## src/rtl/par_erase_pkg.sv

```systemverilog
package par_erase_pkg;

    localparam logic [7:0] CMD_ERASE  = 8'h20;
    localparam logic [7:0] CMD_VERIFY = 8'hA0;
    localparam logic [7:0] CMD_RESET  = 8'hFF;
    localparam logic [7:0] LANE_OK    = 8'hFF;

    typedef enum logic [3:0] {
        ST_IDLE,
        ST_ERASE_A,
        ST_ERASE_B,
        ST_ERASE_WAIT,
        ST_VFY_CMD,
        ST_VFY_WAIT,
        ST_SAMPLE,
        ST_RESET_CMD,
        ST_DONE,
        ST_FAULT
    } seq_state_e;

    typedef enum logic [1:0] {
        OP_ERASE,
        OP_VERIFY,
        OP_RESET
    } cmd_op_e;

endpackage

```

## src/rtl/pe_word_build.sv

```systemverilog
module pe_word_build
    import par_erase_pkg::*;
#(
    parameter int LANES = 2
) (
    input  cmd_op_e              op_i,
    input  logic [LANES-1:0]     mask_i,
    output logic [8*LANES-1:0]   word_o
);

    logic [7:0] base_byte;

    always_comb begin
        case (op_i)
            OP_ERASE:  base_byte = CMD_ERASE;
            OP_VERIFY: base_byte = CMD_VERIFY;
            default:   base_byte = CMD_RESET;
        endcase
    end

    for (genvar g = 0; g < LANES; g++) begin : g_lane
        assign word_o[8*g +: 8] = mask_i[g] ? CMD_RESET : base_byte;
    end

endmodule

```

## src/rtl/pe_lane_check.sv

```systemverilog
module pe_lane_check
    import par_erase_pkg::*;
#(
    parameter int LANES = 2
) (
    input  logic [8*LANES-1:0] rd_data_i,
    input  logic [LANES-1:0]   mask_i,
    output logic [LANES-1:0]   pass_o,
    output logic               all_pass_o
);

    for (genvar g = 0; g < LANES; g++) begin : g_lane
        assign pass_o[g] = mask_i[g] | (rd_data_i[8*g +: 8] == LANE_OK);
    end

    assign all_pass_o = &pass_o;

endmodule

```

## src/rtl/pe_countdown.sv

```systemverilog
module pe_countdown #(
    parameter int TW = 8
) (
    input  logic          clk,
    input  logic          rst_n,
    input  logic          load_i,
    input  logic [TW-1:0] load_val_i,
    output logic          zero_o
);

    logic [TW-1:0] cnt_d, cnt_q;

    always_comb begin
        cnt_d = cnt_q;
        if (load_i) begin
            cnt_d = load_val_i;
        end else if (cnt_q != '0) begin
            cnt_d = cnt_q - 1'b1;
        end
    end

    always_ff @(posedge clk or negedge rst_n) begin
        if (!rst_n) begin
            cnt_q <= '0;
        end else begin
            cnt_q <= cnt_d;
        end
    end

    assign zero_o = (cnt_q == '0);

endmodule

```

## src/rtl/par_erase_ctrl.sv

```systemverilog
module par_erase_ctrl
    import par_erase_pkg::*;
#(
    parameter int AW        = 8,
    parameter int ERASE_CYC = 40,
    parameter int VFY_CYC   = 3,
    parameter int MAX_LOOPS = 4
) (
    input  logic          clk,
    input  logic          rst_n,
    input  logic          start_i,
    input  logic [AW-1:0] end_addr_i,
    input  logic [15:0]   rd_data_i,
    output logic          wr_en_o,
    output logic          rd_en_o,
    output logic [AW-1:0] addr_o,
    output logic [15:0]   wr_data_o,
    output logic          done_o,
    output logic          error_o
);

    localparam int LANES   = 2;
    localparam int DW      = 8 * LANES;
    localparam int MAX_CYC = (ERASE_CYC > VFY_CYC) ? ERASE_CYC : VFY_CYC;
    localparam int TW      = $clog2(MAX_CYC + 1);
    localparam int LW      = $clog2(MAX_LOOPS + 1);

    typedef struct packed {
        seq_state_e      st;
        logic [AW-1:0]   addr;
        logic [AW-1:0]   last;
        logic [LANES-1:0] mask;
        logic [LW-1:0]   loops;
    } seq_regs_t;

    seq_regs_t r_d, r_q;

    logic            tmr_load;
    logic [TW-1:0]   tmr_val;
    logic            tmr_zero;
    cmd_op_e         op;
    logic [LANES-1:0] pass_vec;
    logic            all_pass;
    logic [DW-1:0]   word;
    logic            wr_en, rd_en;

    pe_countdown #(.TW(TW)) u_timer (
        .clk        (clk),
        .rst_n      (rst_n),
        .load_i     (tmr_load),
        .load_val_i (tmr_val),
        .zero_o     (tmr_zero)
    );

    pe_word_build #(.LANES(LANES)) u_word (
        .op_i   (op),
        .mask_i (r_q.mask),
        .word_o (word)
    );

    pe_lane_check #(.LANES(LANES)) u_check (
        .rd_data_i  (rd_data_i),
        .mask_i     (r_q.mask),
        .pass_o     (pass_vec),
        .all_pass_o (all_pass)
    );

    always_comb begin
        r_d      = r_q;
        tmr_load = 1'b0;
        tmr_val  = '0;
        wr_en    = 1'b0;
        rd_en    = 1'b0;
        op       = OP_ERASE;
        case (r_q.st)
            ST_IDLE, ST_DONE, ST_FAULT: begin
                if (start_i) begin
                    r_d.st    = ST_ERASE_A;
                    r_d.addr  = '0;
                    r_d.last  = end_addr_i;
                    r_d.mask  = '0;
                    r_d.loops = LW'(1);
                end
            end
            ST_ERASE_A: begin
                wr_en  = 1'b1;
                op     = OP_ERASE;
                r_d.st = ST_ERASE_B;
            end
            ST_ERASE_B: begin
                wr_en    = 1'b1;
                op       = OP_ERASE;
                tmr_load = 1'b1;
                tmr_val  = TW'(ERASE_CYC - 1);
                r_d.st   = ST_ERASE_WAIT;
            end
            ST_ERASE_WAIT: begin
                if (tmr_zero) r_d.st = ST_VFY_CMD;
            end
            ST_VFY_CMD: begin
                wr_en    = 1'b1;
                op       = OP_VERIFY;
                tmr_load = 1'b1;
                tmr_val  = TW'(VFY_CYC - 1);
                r_d.st   = ST_VFY_WAIT;
            end
            ST_VFY_WAIT: begin
                if (tmr_zero) r_d.st = ST_SAMPLE;
            end
            ST_SAMPLE: begin
                rd_en = 1'b1;
                if (all_pass) begin
                    if (r_q.addr == r_q.last) begin
                        r_d.st = ST_RESET_CMD;
                    end else begin
                        r_d.addr  = r_q.addr + 1'b1;
                        r_d.mask  = '0;
                        r_d.loops = '0;
                        r_d.st    = ST_VFY_CMD;
                    end
                end else begin
                    r_d.mask = pass_vec;
                    if (r_q.loops >= LW'(MAX_LOOPS)) begin
                        r_d.st = ST_FAULT;
                    end else begin
                        r_d.loops = r_q.loops + 1'b1;
                        r_d.st    = ST_ERASE_A;
                    end
                end
            end
            ST_RESET_CMD: begin
                wr_en  = 1'b1;
                op     = OP_RESET;
                r_d.st = ST_DONE;
            end
            default: r_d.st = ST_IDLE;
        endcase
    end

    always_ff @(posedge clk or negedge rst_n) begin
        if (!rst_n) begin
            r_q.st    <= ST_IDLE;
            r_q.addr  <= '0;
            r_q.last  <= '0;
            r_q.mask  <= '0;
            r_q.loops <= '0;
        end else begin
            r_q <= r_d;
        end
    end

    assign wr_en_o   = wr_en;
    assign rd_en_o   = rd_en;
    assign addr_o    = r_q.addr;
    assign wr_data_o = wr_en ? word : '0;
    assign done_o    = (r_q.st == ST_DONE);
    assign error_o   = (r_q.st == ST_FAULT);

endmodule

```

## config.mk

```make
export PLATFORM = sky130hd
export DESIGN_NAME = par_erase_ctrl
export DESIGN_NICKNAME = d
export VERILOG_FILES = /design/src/rtl/par_erase_pkg.sv /design/src/rtl/pe_word_build.sv /design/src/rtl/pe_lane_check.sv /design/src/rtl/pe_countdown.sv /design/src/rtl/par_erase_ctrl.sv
export SDC_FILE = /design/constraint.sdc
export NUM_CORES = 1
export LEC_CHECK = 0
export ABC_AREA = 1
export ABC_CLOCK_PERIOD_IN_PS = 1860
export BUFFER_PORTS_ARGS = -buffer_cell sky130_fd_sc_hd__buf_2
export CAP_MARGIN = 20
export CORE_MARGIN = 3
export CORE_UTILIZATION = 53
export CTS_CLUSTER_SIZE = 8
export DETAILED_ROUTE_END_ITERATION = 6
export GPL_ROUTABILITY_DRIVEN = 0
export PLACE_DENSITY_LB_ADDON = 0.3
export REMOVE_ABC_BUFFERS = 1
export SYNTH_ARGS = -nofsm -noshare
export SYNTH_HDL_FRONTEND = slang
export SYNTH_SLANG_ARGS = --single-unit
```

## constraint.sdc

```tcl
create_clock -name clk -period 1.86 [get_ports clk]
set_clock_uncertainty 0.05 [all_clocks]
set_input_delay 0.186 -clock clk [delete_from_list [all_inputs] [get_ports clk]]
set_output_delay 0.186 -clock clk [all_outputs]
set_load 0.01 [all_outputs]
```

# After elaboration in Yosys (flattened, before gate mapping)
# Index checks and enable logic that the tools add are counted.
# classes
add_sub_neg,3
magnitude_cmp,1
eq_ne,20
mux,25
bitwise_logic,2
n_reduce_logical,15
# op_table
operator,count
2-to-1 mux 8 bit,4
case mux 4 bit (8 select lines),1
case mux 8 bit (2 select lines),2
2-to-1 mux 25 bit,1
== test 4 x 3 -> 1 bit (second input constant),4
== test 8 bit (second input constant),2
2-to-1 mux 16 bit,1
2-to-1 mux 4 bit,4
2-to-1 mux 6 bit,2
case mux 6 bit (2 select lines),1
2-to-1 mux 5 bit,2
!= test 2 bit (second input constant),5
case mux 5 bit (2 select lines),1
adder 8 x 1 -> 8 bit (second input constant),1
== test 4 x 2 -> 1 bit (second input constant),2
== test 4 bit (second input constant),2
== test 8 bit,1
AND reduction 4 bit,2
zero test 6 bit,1
!= test 3 bit (second input constant),2
AND reduction 3 bit,2
nonzero test 6 bit,1
subtractor 6 x 1 -> 6 bit (second input constant),1
== test 4 x 1 -> 1 bit (second input constant),1
15 further kinds,20
# word_totals
register_bits,31
in_bits,27
output_inout_bits,28
wordCells,72

# Longest topological paths before layout
# Gate-level depths: netlist of run 1.
# depth
depth_word,6
ltp_mapped,10
ltp_nobuf,10

# By module
# From an unflattened synthesis of run 1, not the netlist that was laid out.
# hier_totals
cells_unflattened,354
area_unflattened_um2,2339.7
# modules_own_cells
module,n_inst,cells_each,area_per_inst_um2,seq_area_each_um2
par_erase_ctrl,1,258,1720.4,625.6
pe_countdown,1,55,412.9,150.1
pe_word_build,1,21,126.4,0.0
pe_lane_check,1,20,80.1,0.0

# Worst setup path after synthesis of run 1
# Ideal clock, no wire load.
# synth_path
kind,flip-flop to output port
startpoint,register r_q[22] in the netlist's numbering
endpoint,output wr_data_o[10]
arrival_ps,1739
t_required_ps,1624
slack_ps,-115
stages_incl_launch_ff,9
n_path_buf,2
path_cell_list,dfrtp_1 clkbuf_1 inv_1 nor3_1 nor2_1 nand2_1 inv_1 a21oi_1 buf_4
# synth_via
word_cells_on_any_way,12
cone_classes,eq/ne (5); mux (5); reduce/logical (2)
# synth_lines
item,line_no,source
"start, declared",par_erase_ctrl.sv:36,"seq_regs_t r_d, r_q;"
"start signal, assigned",par_erase_ctrl.sv:148,r_q <= r_d;
== test 4 x 3 -> 1 bit (tied with other cells),par_erase_ctrl.sv:75,case (r_q.st)
OR reduction 4 bit (no source line) (*),-,
2-to-1 mux 1 bit (*),par_erase_ctrl.sv:75,
named net wr_en_o,par_erase_ctrl.sv:14,"output logic wr_en_o,"
2-to-1 mux 16 bit (*),par_erase_ctrl.sv:155,assign wr_data_o = wr_en ? word : '0;
"end, declared",par_erase_ctrl.sv:17,"output logic [15:0] wr_data_o,"
# Mark *: on every way through the listed nets, which the timed path passes. The rest lies on a longest branch.

# Final worst setup path of run 1
# layout_path
startpoint,register r_q[23] in the netlist's numbering
endpoint,output wr_data_o[0]
# layout_via
elab_chain_cells,6
word_cells_on_any_way,12
cone_classes,eq/ne (5); mux (5); reduce/logical (2)
# layout_lines
item,line_no,source
== test 4 x 3 -> 1 bit,par_erase_ctrl.sv:75,
case mux 2 bit (2 select lines),par_erase_ctrl.sv:75,
== test 2 x 1 -> 1 bit / zero test 2 bit (equally long branches),pe_word_build.sv:14,case (op_i)
case mux 8 bit (2 select lines),pe_word_build.sv:14,
2-to-1 mux 8 bit,pe_word_build.sv:22,assign word_o[8*g +: 8] = mask_i[g] ? CMD_RESET : base_byte;
2-to-1 mux 16 bit (*),par_erase_ctrl.sv:155,
# Mark *: on every way between the ends. The rest lies on a longest branch, timed or not.

==> impl_metrics.yaml, run 1 <==
routing:
  antenna_violating_nets_post_route: 0
  wl_met1_um: 2080
  routed_via_density: 4.98
  drt-total-wl_um: 4730
  route.met2.wl_um: 2290
  avgRoutedWirePerCell_um: 11.8
  vias: 2001
  highest_metal_layer_with_signal_wires: "met4"
  wl_met3_um: 286
  drc: 0
  drt_pre_antenna_iters: 4
  detail_route.iter0.violations: 91
cells_and_area:
  layout.cells.most_common_list: "nand2_1 (96), buf_2 (49), inv_1 (34), nor2_1 (30), dfrtp_1 (29)"
  nets: 384
  final_core_utilization_pct: 69.2
  fillers: 314
  areaGrowthSynthToFinish_pct: 23.4
  postLayoutCellArea_um2: 2590
  register_area_um2: 778
  mostFrequentLayoutCell: "nand2_1"
  fraction_of_layout_cells_with_a_size_suffix_above_1_pct: 28.5
  multi_input_area_um2: 1080
  insertedDiodeCount: 0
critical_path:
  worst-r2r-setup-slack_ns: 0.14
  worstSetupPathType: "flip-flop to output port"
  crit_end_category: "output port"
  data_required_critical_path_ns: 1.62
  worst_ep_arrival_time_ns: 1.74
  cp-start-kind: "flip-flop"
  path_max_fanout: 6
yosys:
  yosys_warn_count: 0
  synthesis.area_um2: 2100
  ys_top_cells_by_area: "dfrtp_1 (37%), nand2_1 (18%), buf_4 (7.5%)"
  post_synth.cell_area_avg_um2: 6.97
  postSynthRegisterBits: 31
  yosys.cell_types.count: 31
  seq_area_frac_synth_pct: 37.0
  synth_top_area_share_pct: 37.0
  post_synth_inst_count: 301
  synthDominantAreaCellType: "dfrtp_1"
placed_design:
  number_of_port_buffers: 54
  dpl-instance-area_um2: 2280
  dp_hpwl_um: 3250
grt:
  antenna_found_initial: 0
  grt_pass1_wl_um: 7470
  grt_remaining_overflow: 0
  grt_pass1_vias: 1727
  grt_usage_pct: 21.2
  largest_net_degree_at_the_start_of_global_routing: 32
timing:
  tns_ns: -0.862
  finalSetupViolations: 14
  timing.final.ws_setup_ns: -0.114
  fin_hold_ws_ns: 0.0541
  setup_repair_after_global_routing_missed_its_margin: "yes"
  final_period_minus_worst_setup_slack_ns: 1.97
  report.final.slew_viol_count: 0
  worst_slew_pin_slew_ns: 0.719
  relSlewSlack_pct: 52.1
  hold_viol_final: 0
  final_min_period_over_clock_period_pct: 106
  max_freq_ghz: 0.507
pwr:
  total_leakage_power_nw: 1.39
  ir_worst_vdd_v: 0.00120
  report.power.total_w: 0.00322
  power-per-cell-area_nw_per_um2: 1240
clock_tree:
  clock_latency_ns: 0.29
  tritoncts.num_buffers: 5
  clk_pin_slew_worst_paths_ns: 0.07
  max-clock-path-buffers: 2
  ctsRootBufferMaster: "clkbuf_8"
  clock_tree_from_tritoncts: "built"
  clock-sinks: 31
  cts_h_tree_depth: 2
floorplanning:
  start_util_pct: 56.0
  pin_count: 55
  die_area_um2: 4750
  std_cell_rows: 22
  fp.dieW_um: 68.9
  std_cell_core_area_um2: 3740
  die_h_um: 68.9
hold_path:
  timing.hold.worst.class: "input pin to flip-flop"
outcome:
  failed_checks: "setup timing"
  status: "finished, violations left"
job:
  max_cap_viol_count: 0
[per-layer routing]
metal / global-route usage, % / vias to the layer above
met5: 0 / -
li1: - / 1032
met2: 36.5 / 63
met4: 8.03 / 0
met3: 4.38 / 7
met1: 25.7 / 899
[state kept, by name, indices dropped and copies added, names as in the netlist]
name / flops
addr_o: 8
r_q: 17
u_timer.cnt_q: 6
[worst max-delay path: stages, from the launching register on]
cell and delay [ns]:
dfrtp_1 0.41, inv_2 0.07, nor2_4 0.11, inv_2 0.06
nor3_4 0.18, inv_1 0.17, a21oi_4 0.26, buf_2 0.18
[cell families after synthesis]
kind of cell	count (synthesis)	synth area share, %
DFF	31	37.0
adders and majority gates	4	2.39
xor gates and xnor gates	7	2.92
AOI/OAI and AO/OA	27	6.92
and+or+nand+nor	168	35.1
buffers and inverters	64	15.7
[cells in the mapped netlist (all sizes together)]
cell type / instances
nand3b: 1
nor3b: 2
nor4: 1
xnor2: 1
ha: 4
nand2: 100
and3: 1
buf: 23
o211ai: 2
clkbuf: 1
o21ai: 17
nand4: 13
xor2: 6
nor3: 4
a21oi: 6
nand3: 9
dfrtp: 31
a22oi: 1
nor2: 37
inv: 40
o31ai: 1
[path summary, 6_finish.rpt]
check,cells past startpoint,to,start
max,7,wr_data_o[0],r_q[23]$_DFFE_PN0P_
min,3,r_q[11]$_DFFE_PN0P_,end_addr_i[6]
max reg2reg,11,addr_o[5]$_DFFE_PN0P_,r_q[23]$_DFFE_PN0P_
min reg2reg,2,u_timer.cnt_q[0]$_DFFE_PN0P_,u_timer.cnt_q[0]$_DFFE_PN0P_
max in group asynchronous,2,r_q[22]$_DFFE_PN0P_,rst_n
min in group asynchronous,2,r_q[6]$_DFFE_PN0P_,rst_n
[where the power goes]
part | leakage (nW) | internal (W) | total (W) | switching (W)
logic | 0.939 | 0.000640 | 0.00158 | 0.000945
clock network | 0.0515 | 0.000338 | 0.000599 | 0.000261
registers | 0.399 | 0.000877 | 0.00103 | 0.000156
[per-stage QoR]
stage | instances | worst slack, ns
2_1_floorplan | 277 | -0.493
3_3_place_gp | 383 | 0.0612
3_5_place_dp | 383 | -0.00239
4_1_cts | 396 | -0.0811
5_1_grt | 402 | -0.198
6_report | 402 | -0.114
[layout make-up]
type,instances,share of cell area (%)
multi-input combinational,206,41.6
sequential,31,30.1
timing repair buffer,69,16.1
inverter,40,6.09
clock buffer,8,3.87
tap,48,2.32
[repair_timing]
item	CTS	global route
hold buffers	1	0
endpoints found under the setup margin	14	31
pin swaps	3	7
resized for setup	11	20
setup buffers	4	6
hold endpoints to repair	31	0
No activity file was read; power rests on OpenSTA's default activity.
==> run 2, diff against run 1 <==
--- a/config.mk
+++ b/config.mk
@@ -15,7 +15,6 @@
 export DETAILED_ROUTE_END_ITERATION = 6
 export GPL_ROUTABILITY_DRIVEN = 0
 export PLACE_DENSITY_LB_ADDON = 0.3
-export REMOVE_ABC_BUFFERS = 1
 export SYNTH_ARGS = -nofsm -noshare
 export SYNTH_HDL_FRONTEND = slang
 export SYNTH_SLANG_ARGS = --single-unit
==> run 2 against run 1 <==
  * The run still ends with setup timing left
  * Combinational power about the same
  * Global-route usage fell by 0.37 points
  * Critical path depth up 2
  * Fmax is 0.76% higher
  * Cell count decreased by 0.25%
  * Hold slack gained 0.011 ns
  * Cell area down 0.53%
  * Die area did not move
  * Clock power decreased by 16%
  * Setup slack better by 0.015 ns
  * Power decreased by 2.8%
  * Via count up 1.9%
  * Largest cell class unchanged
==> impl_metrics.yaml, run 2 (synthesis results as in run 1) <==
routing:
  routed_via_density: 5.08
  vias: 2039
  drt-total-wl_um: 4690
  avgRoutedWirePerCell_um: 11.7
  detail_route.iter0.violations: 104
  antenna_violating_nets_post_route: 0
  drt_pre_antenna_iters: 4
  drc: 0
floorplanning:
  std_cell_core_area_um2: 3740
  std_cell_rows: 22
  fp.dieW_um: 68.9
  die_h_um: 68.9
  start_util_pct: 56.0
  pin_count: 55
  die_area_um2: 4750
critical_path:
  timing.critical_path.max_delay_family: "flip-flops"
  number_of_buffers_and_inverters_on_the_critical_path: 4
  timing.critical_path.slowest_cell_delay_ns: 0.43
  regToRegStartpoint: "r_q[23]$_DFFE_PN0P_"
  data_required_critical_path_ns: 1.62
  critical_path.reg2reg.endpoint: "addr_o[3]$_DFFE_PN0P_"
  worst-r2r-setup-slack_ns: 0.15
  critPathSlowestCell: "dfrtp_1"
  path_max_fanout: 6
  worstSetupPathType: "flip-flop to output port"
  critical_path.cell_chain: "inv_2 -> nor2_4 -> inv_2 -> nor3_4 -> nor2_2 -> nand2_2 -> inv_2 -> a21oi_4 -> buf_6"
  critical_path.most_common_cell: "inv_2"
  cp-start-kind: "flip-flop"
  worst_ep_arrival_time_ns: 1.72
  crit_end_category: "output port"
  ff2ff_path_depth: 11
cells_and_area:
  registers.top_by_ff_count: "r_q"
  mostFrequentLayoutCell: "nand2_1"
  nets: 383
  postLayoutCellArea_um2: 2570
  areaGrowthSynthToFinish_pct: 22.7
  largest_register_ffs: 17
  layout.cells.most_common_list: "nand2_1 (96), buf_2 (48), inv_1 (33), nor2_1 (32), dfrtp_1 (29)"
  insertedDiodeCount: 0
  fraction_of_layout_cells_with_a_size_suffix_above_1_pct: 28.9
grt:
  grt_usage_pct: 20.8
  antenna_found_initial: 0
  grt_pass1_vias: 1822
  largest_net_degree_at_the_start_of_global_routing: 32
  grt_pass1_wl_um: 7420
  grt_remaining_overflow: 0
pwr:
  power.net_switching_w: 0.00136
  combPwrFrac_pct: 51.2
  total_leakage_power_nw: 1.38
  power-per-cell-area_nw_per_um2: 1210
  ir_worst_vdd_v: 0.000689
  switching_share_pct: 43.6
  clockPowerShare_pct: 16.1
  seq_power_share_pct: 32.7
  p_int_w: 0.00177
  report.power.total_w: 0.00313
timing:
  final_period_minus_worst_setup_slack_ns: 1.96
  final_min_period_over_clock_period_pct: 105
  hold_viol_final: 0
  setup_repair_after_global_routing_missed_its_margin: "yes"
  relSlewSlack_pct: 54.4
  report.final.slew_viol_count: 0
  timing.final.ws_setup_ns: -0.0989
  worst_slew_pin_slew_ns: 0.683
  max_freq_ghz: 0.510
  finalSetupViolations: 12
hold_path:
  hold_start: "end_addr_i[4]"
  whs_path_depth: 3
  hold-path-endpoint: "r_q[9]$_DFFE_PN0P_"
  timing.hold.worst.class: "input pin to flip-flop"
clock_tree:
  clock_tree_from_tritoncts: "built"
  clock-sinks: 31
  tritoncts.num_buffers: 5
  clock_latency_ns: 0.28
  max-clock-path-buffers: 2
  clk_pin_slew_worst_paths_ns: 0.07
  ctsRootBufferMaster: "clkbuf_8"
  cts_h_tree_depth: 2
placed_design:
  dpl-instance-area_um2: 2280
  dp_hpwl_um: 3300
  number_of_port_buffers: 54
outcome:
  status: "finished, violations left"
  failed_checks: "setup timing"
yosys:
  synth_fp_nets: 332
job:
  max_cap_viol_count: 0
[run 2: per-stage QoR]
step,worst slack (ns),setup TNS (ns),cells,hold slack [ns],utilization (%)
2_1_floorplan,-0.115,-1.15,301,-0.160,-
3_5_place_dp,0.0478,0,383,0.217,60.9
5_1_grt,-0.197,-2.02,401,0.0568,68.8
6_report,-0.0989,-0.642,401,0.0655,68.8
4_1_cts,-0.0490,-0.550,396,0.0601,65.1
3_3_place_gp,0.122,0,383,0.218,60.9
[run 2: how the worst max path moves through the flow]
stage               cells after the start           startpoint             to
CTS                                     9  r_q[23]$_DFFE_PN0P_  wr_data_o[10]
global route                            7  r_q[23]$_DFFE_PN0P_  wr_data_o[11]
global placement                        8  r_q[24]$_DFFE_PN0P_   wr_data_o[4]
finish                                  9  r_q[23]$_DFFE_PN0P_  wr_data_o[11]
floorplan                               8  r_q[22]$_DFFE_PN0P_  wr_data_o[10]
detailed placement                      8  r_q[24]$_DFFE_PN0P_   wr_data_o[1]
[run 2: power groups by stage]
stage / clock (W) / sequential, W / combinational [W]
floorplan: 0 / 0.000976 / 0.00105
global placement: 0 / 0.00101 / 0.00130
detailed placement: 0 / 0.00102 / 0.00132
CTS: 0.000520 / 0.00101 / 0.00145
global route: 0.000554 / 0.00105 / 0.00178
finish: 0.000503 / 0.00102 / 0.00160
[run 2: worst register-to-register path: cells and delay by family (launching register included)]
| kind | cells | cell delay, ns |
|---|---|---|
| flops | 1 | 0.43 |
| buf+inv | 3 | 0.32 |
| simple gates | 8 | 0.86 |
[run 2: metal layers]
layer,up-vias,GRT usage [%],routed length [um]
met2,50,34.4,2430
met1,950,25.2,2010
met5,-,0,0
met3,9,6.00,187
li1,1030,-,-
met4,0,8.76,65
[run 2: what timing repair did]
action                                  4_1_cts  5_1_grt
endpoints found under the setup margin       14       32
gates resized for setup                      11       22
setup buffers                                 4        6
pin swaps                                     4        4
hold buffers                                  1        0
hold endpoints to repair                     31        0
[run 2: cell type report]
| class | count | area, um2 |
|---|---|---|
| sequential | 31 | 778 |
| fill | 325 | 1170 |
| inverter | 40 | 153 |
| multi-input combinational | 206 | 1080 |
| tap | 48 | 60.1 |
| clock buffer | 6 | 72.6 |
| timing repair buffer | 68 | 415 |
| clock inverter | 2 | 12.5 |
